--- src/rtl/spi_cs_pkg.sv ---
// Package: shared types of the per-chip-select SPI master.
// Assumes: mode word layout bit0 invert, bit1 phase, bit2 MSB-first.
package spi_cs_pkg;

    localparam int MODE_W = 3;

    typedef struct packed {
        logic msb_first;
        logic phase;
        logic invert;
    } spi_mode_t;

    typedef enum logic [1:0] {
        ST_IDLE = 2'd0,
        ST_RUN  = 2'd1,
        ST_DONE = 2'd2
    } eng_state_t;

endpackage

--- src/rtl/spi_mode_bank.sv ---
// Module: bank of per-chip-select mode words with one write port and two
// combinational read ports (register bus and engine).
// Assumes: NUM_CS is a power of two so every address selects a word.
module spi_mode_bank
    import spi_cs_pkg::*;
#(
    parameter int NUM_CS = 4,
    parameter int CS_W   = $clog2(NUM_CS)
) (
    input  logic            clk,
    input  logic            rst_n,
    input  logic            wr_en,
    input  logic [CS_W-1:0] wr_addr,
    input  spi_mode_t       wr_mode,
    input  logic [CS_W-1:0] rd_addr,
    output spi_mode_t       rd_mode,
    input  logic [CS_W-1:0] sel_addr,
    output spi_mode_t       sel_mode
);

    spi_mode_t bank [NUM_CS];

    for (genvar g = 0; g < NUM_CS; g++) begin : g_word
        // Holds one mode word; cleared by reset, replaced on an addressed write.
        always_ff @(posedge clk) begin
            if (!rst_n) begin
                bank[g] <= '0;
            end else if (wr_en && wr_addr == CS_W'(g)) begin
                bank[g] <= wr_mode;
            end
        end
    end

    // Register bus read and engine selection are plain lookups.
    assign rd_mode  = bank[rd_addr];
    assign sel_mode = bank[sel_addr];

    // a write is visible at its address in the following cycle.
    p_write_lands_r1: assert property (@(posedge clk) disable iff (!rst_n)
        (rst_n && wr_en) |=> (bank[$past(wr_addr)] == $past(wr_mode)));

endmodule

--- src/rtl/spi_shift_engine.sv ---
// Module: tick-paced SPI shift engine. Captures the selected mode word,
// length, chip select and character on an accepted start, then makes one
// serial-clock half-period per tick.
// Assumes: char_len within 4..MAX_LEN; tick is a one-cycle enable.
module spi_shift_engine
    import spi_cs_pkg::*;
#(
    parameter int NUM_CS  = 4,
    parameter int MAX_LEN = 16,
    parameter int CS_W    = $clog2(NUM_CS),
    parameter int LEN_W   = $clog2(MAX_LEN + 1)
) (
    input  logic               clk,
    input  logic               rst_n,
    input  logic               start,
    input  logic [CS_W-1:0]    cs_sel,
    input  spi_mode_t          mode_sel,
    input  logic [MAX_LEN-1:0] tx_data,
    input  logic [LEN_W-1:0]   char_len,
    input  logic               tick,
    input  logic               miso,
    output logic               sck,
    output logic               mosi,
    output logic [NUM_CS-1:0]  cs_n,
    output logic [MAX_LEN-1:0] rx_data,
    output logic               done
);

    localparam int EC_W = LEN_W + 1;

    eng_state_t         state_q;
    spi_mode_t          mode_q;
    logic [LEN_W-1:0]   len_q;
    logic [CS_W-1:0]    cs_q;
    logic [MAX_LEN-1:0] tx_q;
    logic [MAX_LEN-1:0] rx_q;
    logic [EC_W-1:0]    ec_q;
    logic               tgl_q;
    logic               rev_q;

    logic [EC_W-1:0]    ec_m1;
    logic [EC_W-1:0]    ec_end;
    logic [LEN_W-1:0]   k_out;
    logic [LEN_W-1:0]   k_smp;
    logic [LEN_W-1:0]   p_out;
    logic [LEN_W-1:0]   p_smp;
    logic               bit_out;
    logic               running;

    // Maps a transfer-order bit number to a character bit position.
    function automatic logic [LEN_W-1:0] phys_pos(input logic [LEN_W-1:0] k,
                                                  input logic [LEN_W-1:0] len,
                                                  input logic rev);
        return rev ? (len - k - LEN_W'(1)) : k;
    endfunction

    // Works out which bit is on the line and which is captured next.
    always_comb begin
        ec_m1  = ec_q - EC_W'(1);
        ec_end = {len_q, 1'b0};
        k_smp  = ec_q[EC_W-1:1];
        if (mode_q.phase) begin
            k_out = (ec_q == '0) ? '0 : ec_m1[EC_W-1:1];
        end else begin
            k_out = ec_q[EC_W-1:1];
        end
        p_out   = phys_pos(k_out, len_q, rev_q);
        p_smp   = phys_pos(k_smp, len_q, rev_q);
        bit_out = 1'b0;
        for (int i = 0; i < MAX_LEN; i++) begin
            if (p_out == LEN_W'(i)) bit_out = tx_q[i];
        end
    end

    // Sequences idle, shifting and the done cycle; captures miso on sampling edges.
    always_ff @(posedge clk) begin
        if (!rst_n) begin
            state_q <= ST_IDLE;
            mode_q  <= '0;
            len_q   <= '0;
            cs_q    <= '0;
            tx_q    <= '0;
            rx_q    <= '0;
            ec_q    <= '0;
            tgl_q   <= 1'b0;
            rev_q   <= 1'b0;
        end else begin
            case (state_q)
                ST_IDLE: begin
                    if (start) begin
                        state_q <= ST_RUN;
                        mode_q  <= mode_sel;
                        len_q   <= char_len;
                        cs_q    <= cs_sel;
                        tx_q    <= tx_data;
                        rx_q    <= '0;
                        ec_q    <= '0;
                        tgl_q   <= 1'b0;
                        rev_q   <= mode_sel.msb_first &&
                                   (char_len == LEN_W'(8) || char_len == LEN_W'(16));
                    end
                end
                ST_RUN: begin
                    if (tick) begin
                        if (ec_q < ec_end) begin
                            tgl_q <= ~tgl_q;
                            ec_q  <= ec_q + EC_W'(1);
                            if (ec_q[0] == mode_q.phase) begin
                                for (int i = 0; i < MAX_LEN; i++) begin
                                    if (p_smp == LEN_W'(i)) rx_q[i] <= miso;
                                end
                            end
                        end else begin
                            state_q <= ST_DONE;
                        end
                    end
                end
                default: state_q <= ST_IDLE;
            endcase
        end
    end

    assign running = (state_q == ST_RUN);
    assign sck     = mode_q.invert ^ tgl_q;
    assign mosi    = running && (k_out < len_q) ? bit_out : 1'b0;
    assign rx_data = rx_q;
    assign done    = (state_q == ST_DONE);

    for (genvar g = 0; g < NUM_CS; g++) begin : g_cs
        // Drives one active-low select while its index owns the transfer.
        assign cs_n[g] = !(running && cs_q == CS_W'(g));
    end

    // never more than one chip select low.
    p_one_select_r3: assert property (@(posedge clk) disable iff (!rst_n)
        $onehot0(~cs_n));

    // sck only moves on a tick while shifting.
    p_sck_paced_r4: assert property (@(posedge clk) disable iff (!rst_n)
        (running && !tick) |=> $stable(sck));

    // every transfer made exactly twice its length in edges.
    p_edge_total_r4: assert property (@(posedge clk) disable iff (!rst_n)
        done |-> (ec_q == ec_end));

    // done only with all selects released, and lasting one cycle.
    p_done_released_r8: assert property (@(posedge clk) disable iff (!rst_n)
        done |-> (&cs_n));
    p_done_single_r8: assert property (@(posedge clk) disable iff (!rst_n)
        done |=> !done);

    // a start during a transfer leaves the selects alone unless a tick ends it.
    p_busy_start_r9: assert property (@(posedge clk) disable iff (!rst_n)
        (running && start && !tick) |=> $stable(cs_n));

endmodule

--- src/rtl/spi_cs_master.sv ---
// Module: top of the per-chip-select SPI master. Joins the mode word bank
// to the shift engine; the engine reads the word addressed by cs_idx.
// Assumes: the baud tick comes from outside; lengths 4..16.
module spi_cs_master
    import spi_cs_pkg::*;
#(
    parameter int NUM_CS  = 4,
    parameter int MAX_LEN = 16,
    parameter int CS_W    = $clog2(NUM_CS),
    parameter int LEN_W   = $clog2(MAX_LEN + 1)
) (
    input  logic               clk,
    input  logic               rst_n,
    input  logic               cfg_we,
    input  logic [CS_W-1:0]    cfg_addr,
    input  logic [MODE_W-1:0]  cfg_wdata,
    output logic [MODE_W-1:0]  cfg_rdata,
    input  logic               start,
    input  logic [CS_W-1:0]    cs_idx,
    input  logic [MAX_LEN-1:0] tx_data,
    input  logic [LEN_W-1:0]   char_len,
    input  logic               tick,
    input  logic               miso,
    output logic               sck,
    output logic               mosi,
    output logic [NUM_CS-1:0]  cs_n,
    output logic [MAX_LEN-1:0] rx_data,
    output logic               done
);

    spi_mode_t rd_mode;
    spi_mode_t sel_mode;

    spi_mode_bank #(.NUM_CS(NUM_CS), .CS_W(CS_W)) u_bank (
        .clk      (clk),
        .rst_n    (rst_n),
        .wr_en    (cfg_we),
        .wr_addr  (cfg_addr),
        .wr_mode  (spi_mode_t'(cfg_wdata)),
        .rd_addr  (cfg_addr),
        .rd_mode  (rd_mode),
        .sel_addr (cs_idx),
        .sel_mode (sel_mode)
    );

    assign cfg_rdata = rd_mode;

    spi_shift_engine #(.NUM_CS(NUM_CS), .MAX_LEN(MAX_LEN), .CS_W(CS_W), .LEN_W(LEN_W)) u_eng (
        .clk      (clk),
        .rst_n    (rst_n),
        .start    (start),
        .cs_sel   (cs_idx),
        .mode_sel (sel_mode),
        .tx_data  (tx_data),
        .char_len (char_len),
        .tick     (tick),
        .miso     (miso),
        .sck      (sck),
        .mosi     (mosi),
        .cs_n     (cs_n),
        .rx_data  (rx_data),
        .done     (done)
    );

endmodule

--- config.mk ---
export PLATFORM = sky130hd
export DESIGN_NAME = spi_cs_master
export DESIGN_NICKNAME = d
export VERILOG_FILES = /design/src/rtl/spi_cs_pkg.sv /design/src/rtl/spi_mode_bank.sv /design/src/rtl/spi_shift_engine.sv /design/src/rtl/spi_cs_master.sv
export SDC_FILE = /design/constraint.sdc
export NUM_CORES = 1
export LEC_CHECK = 0
export BUFFER_PORTS_ARGS = -buffer_cell sky130_fd_sc_hd__clkbuf_2
export CAP_MARGIN = 20
export CORE_AREA = 5 5 81 102
export DETAILED_ROUTE_END_ITERATION = 8
export DIE_AREA = 0 0 86 107
export HOLD_SLACK_MARGIN = 0.15
export PLACE_DENSITY_LB_ADDON = 0.2
export REMOVE_ABC_BUFFERS = 1
export SLEW_MARGIN = 5
export SYNTH_ARGS = -nofsm -noshare
export SYNTH_HDL_FRONTEND = slang
export SYNTH_HIERARCHICAL = 1
export SYNTH_SLANG_ARGS = --single-unit
--- constraint.sdc ---
create_clock -name clk -period 10.1 [get_ports clk]
set_input_delay 2.02 -clock clk [delete_from_list [all_inputs] [get_ports clk]]
set_output_delay 2.02 -clock clk [all_outputs]
set_load 0.03 [all_outputs]
==> results of run 1 <==
[critical path, cell delays in order, from the launching register on]
cell and delay [ps]:
dfxtp_1 540, inv_1 170, ha_1 230, and3b_1 170, or2_2 270, and2_1 200
fa_1 450, nand2_1 80, o31a_1 240, a21boi_2 320, mux2_1 370, o211a_1 210
a31oi_1 160, a211oi_2 70, clkbuf_2 190
[cell usage in the layout (no fill, tap or decap), drive strengths merged, types with 14 or more instances in the layout]
cell      n
nand2   102
clkbuf   68
dfxtp    51
a21boi   31
o21ai    24
inv      22
ha       19
and2     15
a21oi    15
nor2     14
[worst paths after layout]
| check | start | to | slack [ps] | cells after the start |
|---|---|---|---|---|
| worst min-delay path | u_eng/tx_q[15]$_SDFFE_PN0P_ | u_eng/tx_q[15]$_SDFFE_PN0P_ | 470 | 2 |
| worst min register to register | u_eng/tx_q[15]$_SDFFE_PN0P_ | u_eng/tx_q[15]$_SDFFE_PN0P_ | 470 | 2 |
| worst max register to register | u_eng/ec_q[2]$_SDFFE_PN0P_ | u_eng/rx_data[14]$_SDFFE_PN0P_ | 6930 | 8 |
| worst max-delay path | u_eng/ec_q[1]$_SDFFE_PN0P_ | mosi | 4050 | 14 |
[per-layer routing]
| metal | up-vias | track usage, % | share of wire [%] |
|---|---|---|---|
| met3 | 13 | 4.92 | 4.2 |
| met1 | 1634 | 22.8 | 41 |
| met2 | 76 | 38.3 | 53 |
| met4 | 0 | 7.69 | 1.9 |
| li1 | 1763 | - | - |
| met5 | - | 0 | 0 |
[sequential cells by signal (all words and copies together) (netlist names)]
register       count
u_eng/state_q      2
u_eng/mode_q       2
u_eng/ec_q         6
u_bank/bank       12
u_eng/rx_data     16
u_eng/cs_q         2
u_eng/tx_q        16
u_eng/len_q        5
u_eng/tgl_q        1
u_eng/rev_q        1
[cells by family after synthesis]
logic type | Yosys count
AOI/OAI and AO/OA | 131
xor gates and xnor gates | 9
adders and majority gates | 21
buffers and inverters | 44
DFF | 63
muxes | 11
and+or+nand+nor | 184
[layout make-up]
type                            count  area, um2  share of cell area (%)
Inverter                           21       78.8                    1.72
Multi-Input combinational cell    356       2510                    54.7
Timing Repair Buffer               61        310                    6.75
Tap cell                           92        115                    2.51
Clock inverter                      7       72.6                    1.58
Sequential cell                    63       1380                    30.1
Clock buffer                        9        124                    2.70
[per-stage QoR]
| stage | worst slack [ps] | instances | util, % |
|---|---|---|---|
| 3_3_place_gp | 4550 | 593 | 60.9 |
| 5_1_grt | 3770 | 609 | 63.6 |
| 2_1_floorplan | 4730 | 440 | - |
| 4_1_cts | 4040 | 609 | 63.6 |
| 6_report | 4050 | 609 | 63.6 |
| 3_5_place_dp | 4430 | 593 | 60.9 |
[power by group through the flow]
stage	Sequential [mW]	Combinational (mW)	Clock [mW]
after floorplan	0.279	0.0812	0
after global placement	0.282	0.111	0
after detailed placement	0.283	0.113	0
after CTS	0.277	0.114	0.226
after global routing	0.279	0.126	0.235
final	0.277	0.114	0.220
==> impl_results.md, run 1 <==
* Status: finished clean
* Most common cell in the netlist: nand2_1
* Compound-Gate Fraction of Synth Area at approximately a quarter
* Post-Synth Adder-Cell Area at a little under 7%
* Tmin final at approximately 6100 ps
* Setup crit start kind: register
* PortBufs at 59
* Initial antenna violation count at 0
* Site row count at 35
* Cts hold-fix bufs at 0
* Fillers at 659
* Die area at 9200 um2
* CP Capture Type: output port
* Clock group share of total power at 36.1%
* CTS tree: yes
* Dominant cell type by area after synthesis: dfxtp_1
* Async SR Flop Fraction at 0%
* Crit Path Category: register to output port
* Clock sinks at 63
* Num ports at 60
* Placer congestion estimate at around 0.86
* Top-area cell type share of the netlist area at approximately a quarter
* Residual DRC at 0
* Post-CTS setup buffer count at 0
* Comb pwr share at 18.6%
* Worst Tran Pin Value at about 970 ps
* Yosys warns at 6
* Final instance area at between 4000 and 5000 um2
* WL final at 9280 um
* Commonest cells post-synth: 102 x nand2_1, 51 x dfxtp_1, 29 x a21boi_0, 21 x inv_1, 19 x ha_1
* WP data required at about 8100 ps
* RSZ-0062 raised after global routing: no
* Final setup vio count at 0
* Worst Skew at about 11 ps
* Max FO, Critical Path at 10
* Simple-gate share of the synthesized area at 21.9%
* Final hold vios at 0
* Dpl cell area at approximately 4400 um2
* Post-Synthesis Cells at ~460
* Final Max Tran Viols at 0
* Final hold slack at roughly 470 ps
* FMAX at 165 MHz
* Total GRT Usage at 20.8%
* Die W at 86 um
* N_diodes at 0
* Routed via count at around 3500
* PwrDens at between 100 and 150 nW/um2
* Layout area overhead at 11.2%
* Effective utilization at floorplan at around 57%
* Area contributors post-synth: dfxtp_1 25%, nand2_1 9.3%, edfxtp_1 8.7%
* Post-synth EDFFs at 12
* Antenna Nets Post-Route at 0
* Die Y-Extent at 107 um
* Detailed Route Iter0 Violations at 186
* Largest family of logic cells by synthesized area: compound AO/OA/AOI/OAI gates
* Vias per inst at 5.72
* Sequential fraction of the synthesis area at 33.4%
* Slew margin rel. at between 30% and 40%
* Sw power at 185 uW
* Total gr overflow at 0
* Leakage at 1.79 nW
* Total CTS buffers at 9
* Number of global-route vias before repair at 3340
* Syn_area_per_cell at a little under 9 um2
* Sum Neg Setup Slack at 0 ps
* Sequential share of power at between 40% and 50%
* Router iterations before antenna repair at 4
* Post-synthesis mux area share at 5.18%
* PnR Total Power at ~610 uW
* Final nets at between 500 and 600
* H-tree Lvls at 3
* Share of layout cells above drive strength 1 at 20.5%
* Worst-path clk slew at around 80 ps
* Power Internal at around 430 uW
* Min-Delay Path Class: register to register
* Sw Share at 30.3%
* Largest net degree at the start of global routing at 62
* First-pass GRT wire length at 15300 um
* Post_cts resized at 0
* Core Area at slightly above 7000 um2
* Period utilisation layout at about three fifths
* Post-synthesis instance area at ~4100 um2
* WP data arrival at 4030 ps
* WL/cell at 15.2 um
* Peak supply drop at 97.3 uV
* Count of state elements after synthesis at between 60 and 70
* Clk Latency, worst-skew pair at between 300 and 400 ps
* Clock Tree Buf Depth at 2
* Final HPWL DP at roughly 6900 um
* Post-synthesis xor/xnor area fraction at approximately 1.9%
* Max cap viols at 0
* Synth Flop Type: dfxtp_1
* Clock root cell: clkbuf_8
* Count of cell types in the netlist at 73
Note: power is estimated with default switching activity, not from simulation.
==> run 2: changes to the inputs <==
- ABC_AREA: not set -> 1
- CORE_AREA: 5 5 81 102 -> 5 5 85 106
- DIE_AREA: 0 0 86 107 -> 0 0 90 111
- clock period: 10.1 -> 5.3 ns (I/O delays scaled with it)
==> impl_results.md, run 2 <==
* Status: finished clean
* Non-filler instance count after layout at just over 700
* CP delay by family, top: simple AND/OR/NAND/NOR gates
* Routed via count at about 3800
* Clock group share of total power at roughly 27%
* Layout area overhead at 13.5%
* WP data arrival at roughly 3600 ps
* Dpl ws at 1080 ps
* Post-Synthesis Cells at between 500 and 600
* Dominant cell type by area after synthesis: dfxtp_1
* Final HPWL DP at roughly 7200 um
* H-tree Lvls at 3
* Total gr overflow at 0
* Met1 GRT Util at between 20% and 30%
* WP data required at roughly 4200 ps
* Final Max Tran Viols at 0
* Commonest cells post-synth: 119 x nand2_1, 84 x nand3_1, 59 x inv_1, 51 x dfxtp_1, 45 x nor2_1
* Min-Delay Path Class: register to register
* Slew margin rel. at 56.7%
* Dpl cells at about 700
* Max FO, Critical Path at 9
* Residual DRC at 0
* Sum Neg Setup Slack at 0 ps
* Area of the multi-input gates at 2220 um2
* Initial antenna violation count at 0
* Sw power at 660 uW
* Post-synthesis instance area at ~4000 um2
* Final instance area at ~4500 um2
* Vias per inst at approximately 5.3
* Async SR Flop Fraction at 0%
* CTS tree: yes
* Peak supply drop at around 220 uV
* Final hold slack at around 470 ps
* Count of cell types in the netlist at between 40 and 50
* Worst Tran Pin Value at roughly 650 ps
* Fillers at around 750
* Die area at 9990 um2
* N_diodes at 0
* Syn_area_per_cell at 7.12 um2
* Worst Skew at ~8.6 ps
* Post-synth EDFFs at 12
* Num ports at 60
* Max cap viols at 0
* Die Y-Extent at roughly 110 um
* Core Area at 7790 um2
* Buffer and inverter count on the worst path at 3
* Detailed Route Iter0 Violations at about 280
* Cts hold-fix bufs at 0
* Leakage at roughly 2.1 nW
* Router iterations before antenna repair at 5
* Share of layout cells above drive strength 1 at a little under a fifth
* Sequential fraction of the synthesis area at roughly a third
* Sw Share at 39.3%
* Placer congestion estimate at 0.839
* Number of global-route vias before repair at between 3000 and 4000
* Effective utilization at floorplan at between 50% and 60%
* FMAX at 216 MHz
* Met3 Usage GRT at 4.41%
* WL/cell at about 14 um
* Site row count at 36
* Gr busiest metal: met2
* Antenna Nets Post-Route at 0
* Final nets at roughly 670
* Top-area cell type share of the netlist area at roughly a quarter
* Final setup vio count at 0
* Final worst slack at roughly 680 ps
* Setup crit start kind: register
* Tmin final at ~4600 ps
* RSZ-0062 raised after global routing: no
* Crit Path Category: register to output port
* Clock sinks at 63
* Synth Flop Type: dfxtp_1
* Slowest stage delay, CP at between 400 and 500 ps
* Worst-path clk slew at 70 ps
* Power Internal at roughly 1.0 mW
* Finished Core Util at 58.0%
* Yosys warns at 6
* Slowest-stage cell, CP: dfxtp_1
* Most frequent cells in the layout: 119 x nand2_1, 84 x nand3_1, 59 x clkbuf_2, 59 x inv_1, 51 x dfxtp_1
* Clock root cell: clkbuf_8
* CP Capture Type: output port
* Final hold vios at 0
* Global-route track usage on met2 at between 30% and 40%
* Total CTS buffers at 9
* Clock Tree Buf Depth at 2
* Total GRT Usage at between 20 and 25%
* Commonest non-fill, non-tap cell in the layout: nand2_1
* PwrDens at ~370 nW/um2
* Die W at about 90 um
* Area contributors post-synth: dfxtp_1 26%, nand2_1 11%, nand3_1 11%
* Crit path cell chain: inv_1, ha_1, o21ai_2, nand2_1, ha_1, inv_1, fa_1, or2_2, nand2_4, nor2_1, nor2_1, nor2_1, nor2_1, nand2_1, nand2_1, nand2_1, a21oi_2, clkbuf_2
* Post_cts resized at 0
* Clk Latency, worst-skew pair at between 300 and 400 ps
* PnR Total Power at roughly 1.7 mW
* Period utilisation layout at between 80% and 90%
* PortBufs at between 50 and 60
* Sequential share of power at 35.6%
* Dpl cell area at ~4300 um2
* Count of state elements after synthesis at 63
* Register area at between 1000 and 1500 um2
* WL final at approximately 10000 um
* First-pass GRT wire length at about 17000 um
* Comb pwr share at between 30% and 40%
* Largest net degree at the start of global routing at 45
* Most common cell in the netlist: nand2_1
* Post-CTS setup buffer count at 0
[run 2: cell count changes after synthesis, moves of 7 or more]
cell | previous run | this run
and2_1 | 15 | 1
inv_2 | 0 | 9
o221ai_1 | 12 | 0
o21ai_1 | 4 | 19
a211o_1 | 12 | 0
inv_1 | 21 | 59
nand2_1 | 102 | 119
a21oi_1 | 14 | 36
a21boi_0 | 29 | 0
nor2_1 | 13 | 45
o21ai_0 | 15 | 24
clkbuf_1 | 12 | 5
nand3_1 | 12 | 84
[run 2: final cells by class]
class	instances	share of cell area, %
inverters	72	6.09
multi-input cells	404	49.1
repair buffers	61	6.87
clock buffers	11	3.60
flip-flops and latches	63	30.6
clock inverters	5	1.19
well taps	95	2.63
[run 2: routing by layer]
layer	share of wire [%]	routed length (um)
met5	0	0
met4	2.7	264
met3	6.5	635
met2	50	4940
met1	41	4000
[run 2: cell families (layout without fill, tap and decap cells)]
kind of cell / after synthesis / in the layout / synth area share (%)
AND/OR/NAND/NOR: 280 / 280 / 33.5
adder cells (fa/ha/maj): 21 / 21 / 6.98
AO/OA/AOI/OAI: 97 / 97 / 13.9
flip-flops: 63 / 63 / 34.7
XOR/XNOR: 6 / 6 / 1.32
buffers and inverters: 92 / 149 / 9.62
[run 2: power by group through the flow]
stage	sequential [mW]	clock (mW)	combinational [mW]
final	0.598	0.450	0.632
after detailed placement	0.608	0	0.630
after CTS	0.598	0.463	0.633
after global routing	0.605	0.484	0.717
after floorplan	0.655	0	0.418
after global placement	0.607	0	0.618
[run 2: final timing paths]
path,cells after the start,from,slack [ps],endpoint
max,18,u_eng/ec_q[0]$_SDFFE_PN0P_,680,mosi
min reg2reg,2,u_eng/tx_q[0]$_SDFFE_PN0P_,470,u_eng/tx_q[0]$_SDFFE_PN0P_
max reg2reg,10,u_eng/len_q[2]$_SDFFE_PN0P_,2370,u_eng/ec_q[5]$_SDFFE_PN0P_
min,2,u_eng/tx_q[0]$_SDFFE_PN0P_,470,u_eng/tx_q[0]$_SDFFE_PN0P_
[run 2: worst reg2reg max path, delay by kind of cell, from the launching register on]
| kind | cells | cell delay [ps] |
|---|---|---|
| compound gates | 4 | 690 |
| fa+ha+maj | 1 | 390 |
| buf+inv | 2 | 300 |
| flops | 1 | 370 |
| simple gates | 3 | 1080 |
